File: src/rtl/captionPkg.sv
package captionPkg;
  localparam int BYTE_W = 8;
  localparam int N_FIELDS = 2;

  typedef enum logic [2:0] {
    SEL_NONE,
    SEL_F1A,
    SEL_F1B,
    SEL_STAT,
    SEL_F2A,
    SEL_F2B
  } regSel_e;

  typedef struct packed {
    logic [N_FIELDS-1:0] capWr;
    logic                rdEn;
    regSel_e             rdSel;
  } ctrlStrobes_t;
endpackage

File: src/rtl/captionCtrl.sv
module captionCtrl
  import captionPkg::*;
#(
  parameter int ADDR_W = 8,
  parameter logic [ADDR_W-1:0] BASE_ADDR = 8'h1A
) (
  input  logic                clk,
  input  logic                rstN,
  input  logic                capValid,
  input  logic                capField,
  input  logic [2*BYTE_W-1:0] capBits,
  input  logic                frameMark,
  input  logic                rdStrobe,
  input  logic [ADDR_W-1:0]   rdAddr,
  output ctrlStrobes_t        strobes,
  output logic [N_FIELDS-1:0] fieldVal,
  output logic [N_FIELDS-1:0] fieldRdy
);
  logic [ADDR_W-1:0]   offset;
  regSel_e             sel;
  logic [N_FIELDS-1:0] capHit;
  logic [N_FIELDS-1:0] cleanHit;
  logic [N_FIELDS-1:0] clrHit;
  logic [N_FIELDS-1:0] seenClean;
  logic                pairClean;

  assign offset    = rdAddr - BASE_ADDR;
  assign pairClean = (^capBits[BYTE_W-1:0]) & (^capBits[2*BYTE_W-1:BYTE_W]);

  always_comb begin
    case (offset)
      ADDR_W'(0): sel = SEL_F1A;
      ADDR_W'(1): sel = SEL_F1B;
      ADDR_W'(2): sel = SEL_STAT;
      ADDR_W'(3): sel = SEL_F2A;
      ADDR_W'(4): sel = SEL_F2B;
      default:    sel = SEL_NONE;
    endcase
  end

  assign strobes.capWr = capHit;
  assign strobes.rdEn  = rdStrobe;
  assign strobes.rdSel = sel;

  genvar f;
  generate
    for (f = 0; f < N_FIELDS; f++) begin : g_field
      localparam regSel_e SECOND = (f == 0) ? SEL_F1B : SEL_F2B;
      assign capHit[f]   = capValid && (capField == f[0]);
      assign cleanHit[f] = capHit[f] && pairClean;
      assign clrHit[f]   = rdStrobe && (sel == SECOND);

      // ready: a new capture beats a clearing read in the same cycle
      always_ff @(posedge clk) begin
        if (!rstN)            fieldRdy[f] <= 1'b0;
        else if (capHit[f])   fieldRdy[f] <= 1'b1;
        else if (clrHit[f])   fieldRdy[f] <= 1'b0;
      end

      // valid: re-evaluated at each frame marker from what was seen
      always_ff @(posedge clk) begin
        if (!rstN) begin
          fieldVal[f]  <= 1'b0;
          seenClean[f] <= 1'b0;
        end else if (frameMark) begin
          fieldVal[f]  <= seenClean[f] | cleanHit[f];
          seenClean[f] <= cleanHit[f];
        end else if (cleanHit[f]) begin
          fieldVal[f]  <= 1'b1;
          seenClean[f] <= 1'b1;
        end
      end

      a_r5_ready_sets: assert property (@(posedge clk) disable iff (!rstN)
        capHit[f] |=> fieldRdy[f]);
      a_r6_ready_clears: assert property (@(posedge clk) disable iff (!rstN)
        (clrHit[f] && !capHit[f]) |=> !fieldRdy[f]);
      a_r7_capture_wins: assert property (@(posedge clk) disable iff (!rstN)
        (clrHit[f] && capHit[f]) |=> fieldRdy[f]);
      a_r4_valid_source: assert property (@(posedge clk) disable iff (!rstN)
        $rose(fieldVal[f]) |-> $past(cleanHit[f]));
    end
  endgenerate
endmodule

File: src/rtl/captionData.sv
module captionData
  import captionPkg::*;
(
  input  logic                clk,
  input  logic                rstN,
  input  logic [2*BYTE_W-1:0] capBits,
  input  ctrlStrobes_t        strobes,
  input  logic [N_FIELDS-1:0] fieldVal,
  input  logic [N_FIELDS-1:0] fieldRdy,
  output logic [BYTE_W-1:0]   rdData
);
  logic [BYTE_W-1:0] byteA [N_FIELDS];
  logic [BYTE_W-1:0] byteB [N_FIELDS];
  logic [BYTE_W-1:0] tagA, tagB, statusByte;

  // bit 7 carries the parity verdict, low bits the character
  assign tagA = {^capBits[BYTE_W-1:0], capBits[BYTE_W-2:0]};
  assign tagB = {^capBits[2*BYTE_W-1:BYTE_W], capBits[2*BYTE_W-2:BYTE_W]};
  assign statusByte = {{(BYTE_W-2*N_FIELDS){1'b0}}, fieldRdy, fieldVal};

  genvar f;
  generate
    for (f = 0; f < N_FIELDS; f++) begin : g_store
      always_ff @(posedge clk) begin
        if (!rstN) begin
          byteA[f] <= '0;
          byteB[f] <= '0;
        end else if (strobes.capWr[f]) begin
          byteA[f] <= tagA;
          byteB[f] <= tagB;
        end
      end

      a_r2_parity_msb: assert property (@(posedge clk) disable iff (!rstN)
        strobes.capWr[f] |=> (byteA[f][BYTE_W-1] == ^$past(capBits[BYTE_W-1:0])));
    end
  endgenerate

  always_ff @(posedge clk) begin
    if (!rstN || !strobes.rdEn) rdData <= '0;
    else begin
      case (strobes.rdSel)
        SEL_F1A:  rdData <= byteA[0];
        SEL_F1B:  rdData <= byteB[0];
        SEL_STAT: rdData <= statusByte;
        SEL_F2A:  rdData <= byteA[1];
        SEL_F2B:  rdData <= byteB[1];
        default:  rdData <= '0;
      endcase
    end
  end

  a_r9_idle_zero: assert property (@(posedge clk) disable iff (!rstN)
    !strobes.rdEn |=> (rdData == '0));
endmodule

File: src/rtl/captionCapture.sv
module captionCapture
  import captionPkg::*;
#(
  parameter int ADDR_W = 8,
  parameter logic [ADDR_W-1:0] BASE_ADDR = 8'h1A
) (
  input  logic                clk,
  input  logic                rstN,
  input  logic                capValid,
  input  logic                capField,
  input  logic [2*BYTE_W-1:0] capBits,
  input  logic                frameMark,
  input  logic                rdStrobe,
  input  logic [ADDR_W-1:0]   rdAddr,
  output logic [BYTE_W-1:0]   rdData
);
  ctrlStrobes_t        strobes;
  logic [N_FIELDS-1:0] fieldVal;
  logic [N_FIELDS-1:0] fieldRdy;

  captionCtrl #(.ADDR_W(ADDR_W), .BASE_ADDR(BASE_ADDR)) u_ctrl (
    .clk(clk), .rstN(rstN), .capValid(capValid), .capField(capField),
    .capBits(capBits), .frameMark(frameMark), .rdStrobe(rdStrobe),
    .rdAddr(rdAddr), .strobes(strobes), .fieldVal(fieldVal), .fieldRdy(fieldRdy)
  );

  captionData u_data (
    .clk(clk), .rstN(rstN), .capBits(capBits), .strobes(strobes),
    .fieldVal(fieldVal), .fieldRdy(fieldRdy), .rdData(rdData)
  );

  a_r10_reset_quiet: assert property (@(posedge clk)
    !rstN |=> (rdData == '0));
endmodule

File: config.mk
export PLATFORM = sky130hd
export DESIGN_NAME = captionCapture
export DESIGN_NICKNAME = d
export VERILOG_FILES = /design/src/rtl/captionPkg.sv /design/src/rtl/captionCtrl.sv /design/src/rtl/captionData.sv /design/src/rtl/captionCapture.sv
export SDC_FILE = /design/constraint.sdc
export NUM_CORES = 1
export LEC_CHECK = 0
export ABC_AREA = 1
export BUFFER_PORTS_ARGS = -buffer_cell sky130_fd_sc_hd__buf_2
export CAP_MARGIN = 25
export CORE_AREA = 3 3 48 94
export DETAILED_ROUTE_END_ITERATION = 10
export DIE_AREA = 0 0 51 97
export PLACE_DENSITY_LB_ADDON = 0.3
export SLEW_MARGIN = 20
export SYNTH_ARGS = -nofsm -noshare
export SYNTH_HDL_FRONTEND = slang
export SYNTH_SLANG_ARGS = --single-unit
File: constraint.sdc
create_clock -name clk -period 5.7 [get_ports clk]
set_input_delay 0.57 -clock clk [delete_from_list [all_inputs] [get_ports clk]]
set_output_delay 0.57 -clock clk [all_outputs]
set_load 0.01 [all_outputs]
==> flow_summary.json <==
{
  "drive_above_1_share": 0.188,
  "timing.rr.end": "u_data.rdData[0]",
  "numClockSinks": 46,
  "dp_slack_ps": 2770,
  "finalHoldViolations": 0,
  "cts_setup_buffers": 0,
  "finalSetupTns_ps": 0,
  "tightest_slew_ps": 843,
  "grt_pass1_vias": 1676,
  "rr_worst_depth": 4,
  "crit_type": "in2reg",
  "diodes": 0,
  "dieWidth_um": 51,
  "finalCritPeriodShare": 0.399,
  "maxCapViolations": 0,
  "clkTransAtPathRegs_ps": 80,
  "mappedNetlistArea_um2": 2300,
  "ys_ff_latch": 46,
  "required_ps": 5930,
  "end_kind": "flip-flop",
  "cts_hold_buf": 0,
  "reg2reg_setup_slack_ps": 4810,
  "dr.pass1.iters": 4,
  "p_leak_nw": 1.15,
  "initial_core_util": 0.591,
  "setup_ws_ps": 3430,
  "grt_setup_unrepaired": "false",
  "yosysWarnings": 0,
  "vias_per_cell": 5.22,
  "power_density_nw_per_um2": 257,
  "worstSetupEndpoint": "u_data.rdData[1]",
  "startpoint": "rdAddr[1]",
  "drtAntennaViolNets": 0,
  "finalNetCount": 322,
  "p_total_w": 0.000661,
  "drc": 0,
  "post_cts_resized": 0,
  "crit_fanout": 29,
  "yosysSeqAreaShare": 0.541,
  "grt_pass1_wl_um": 7440,
  "drt_first_iter_violations": 64,
  "dr_total_vias": 1789,
  "syn_inst": 255,
  "fmax_ghz": 0.440,
  "dpl.cell_count": 335,
  "syn-num-nets": 286,
  "grt_overflow": 0,
  "worstReg2RegStart": "u_data.byteA[1][0]",
  "port_buffers": 37,
  "gp_congestion": 0.863,
  "coreArea_um2": 3880,
  "setup_viol": 0,
  "cp-start-kind": "input pin",
  "grt_start_max_net_pins": 30,
  "hpwl_um": 3360,
  "hold_class": "reg2reg",
  "ys_types": 26,
  "slew_violations": 0,
  "die_h_um": 97,
  "skew_ps": 5.30,
  "wl_per_cell_um": 13.0,
  "avgSynthCellArea_um2": 9.00,
  "antenna_found_initial": 0,
  "grt_usage": 0.198,
  "cts_max_path_buffers": 2,
  "status": "complete, no violations",
  "final_cells": 343,
  "rows": 32,
  "io_pins": 38,
  "root_buffer": "clkbuf_8",
  "routed_wl_um": 4460,
  "die-area_um2": 4950,
  "fill_cells": 338,
  "h-tree-depth": 2,
  "cts_tree": "done",
  "crit_arrival_ps": 2500,
  "finalCriticalPeriod_ps": 2270,
  "area_growth_pct": 12.0,
  "numCtsBuffers": 5,
  "relSlewSlack": 0.436,
  "peakVddDrop_mv": 0.183,
  "clock_latency_ps": 290
}
[kinds of logic after synthesis]
kind of cell | count (synthesis) | synth area share
AND/OR/NAND/NOR | 141 | 0.285
flip-flops | 46 | 0.541
buffers and inverters | 38 | 0.0768
AO/OA/AOI/OAI | 14 | 0.0338
XOR/XNOR | 13 | 0.0496
multiplexers | 2 | 0.00872
adder cells (fa/ha/maj) | 1 | 0.00545
[per-layer routing]
layer | up-vias | part of all wire | track usage
li1 | 927 | - | -
met1 | 804 | 0.41 | 0.230
met2 | 47 | 0.53 | 0.345
met3 | 11 | 0.035 | 0.0277
met4 | 0 | 0.027 | 0.0934
met5 | - | 0 | 0
[worst max-delay path, stage by stage]
cell and delay [ps]:
buf_2 110, inv_2 70, ha_1 180, inv_1 60, nand2_1 70, nand3_2 90
a21oi_4 530, nand2_1 300, nor2_1 290, nand2_1 90, a21oi_1 140
[registers in the layout, summed over array words and instances (netlist names)]
name / cells
u_ctrl.fieldVal: 2
u_data.byteA: 16
u_data.byteB: 16
u_ctrl.fieldRdy: 2
u_data.rdData: 8
u_ctrl.seenClean: 2
[worst min path at each step]
stage / start / cells after the start / slack [ps] / end
CTS: u_ctrl.fieldRdy[1] / 2 / 470 / u_ctrl.fieldRdy[1]
detailed placement: u_ctrl.seenClean[0] / 2 / 460 / u_ctrl.seenClean[0]
floorplan: u_ctrl.fieldRdy[1] / 2 / 440 / u_ctrl.fieldRdy[1]
global route: u_ctrl.seenClean[1] / 2 / 500 / u_ctrl.seenClean[1]
global placement: u_ctrl.fieldRdy[1] / 2 / 450 / u_ctrl.fieldRdy[1]
finish: u_ctrl.seenClean[0] / 2 / 470 / u_ctrl.seenClean[0]
[power breakdown]
part | internal (W) | switching [W]
Sequential | 0.000381 | 0.00000799
Clock | 0.0000871 | 0.0000986
Combinational | 0.0000293 | 0.0000572
Total | 0.000497 | 0.000164
[cells in the mapped netlist, drive strengths merged]
cell type	count	area share
xnor2	10	0.038
o21ai	4	0.0087
dfxtp	14	0.12
xor2	3	0.011
nor3b	4	0.013
and3	1	0.0027
or2	2	0.0054
nand4	28	0.076
mux2i	2	0.0087
ha	1	0.0054
buf	6	0.025
edfxtp	32	0.42
nor2	55	0.093
clkbuf	3	0.0049
o2111ai	1	0.0038
nand2	41	0.068
nand3	10	0.026
inv	29	0.047
a21oi	9	0.021
[layout by cell type, fill, tap and decap left out]
cell type and instances:
nor2_1 52, nand2_1 40, buf_2 37, edfxtp_1 32
nand4_1 28, inv_1 26, dfxtp_1 14, xnor2_1 10
nand3_1 8, a21oi_1 8, clkbuf_8 5, nor3b_1 4
inv_2 3, o21ai_1 3, nor2_2 3, xor2_1 3
clkbuf_1 3, nand3_2 2, or2_2 2, mux2i_1 2
nand2_2 1, a21oi_4 1, and3_1 1, o21ai_0 1
o2111ai_1 1, ha_1 1, buf_4 1
[per-stage QoR]
stage | instance area [µm²] | utilization | hold WS (ps)
floorplan | 2300 | - | 437
global placement | 2480 | 0.640 | 450
detailed placement | 2480 | 0.640 | 459
CTS | 2560 | 0.660 | 471
global route | 2570 | 0.662 | 498
finish | 2570 | 0.662 | 470
[cell type report]
class                      instances  area [µm²]  area share
clock buffer                       8        80.1      0.0311
multi-input combinational        171         886       0.344
inverter                          29         109      0.0423
timing repair buffer              38         193      0.0749
tap                               51        63.8      0.0248
sequential                        46        1240       0.482
Note: power is estimated with default switching activity, not from simulation.
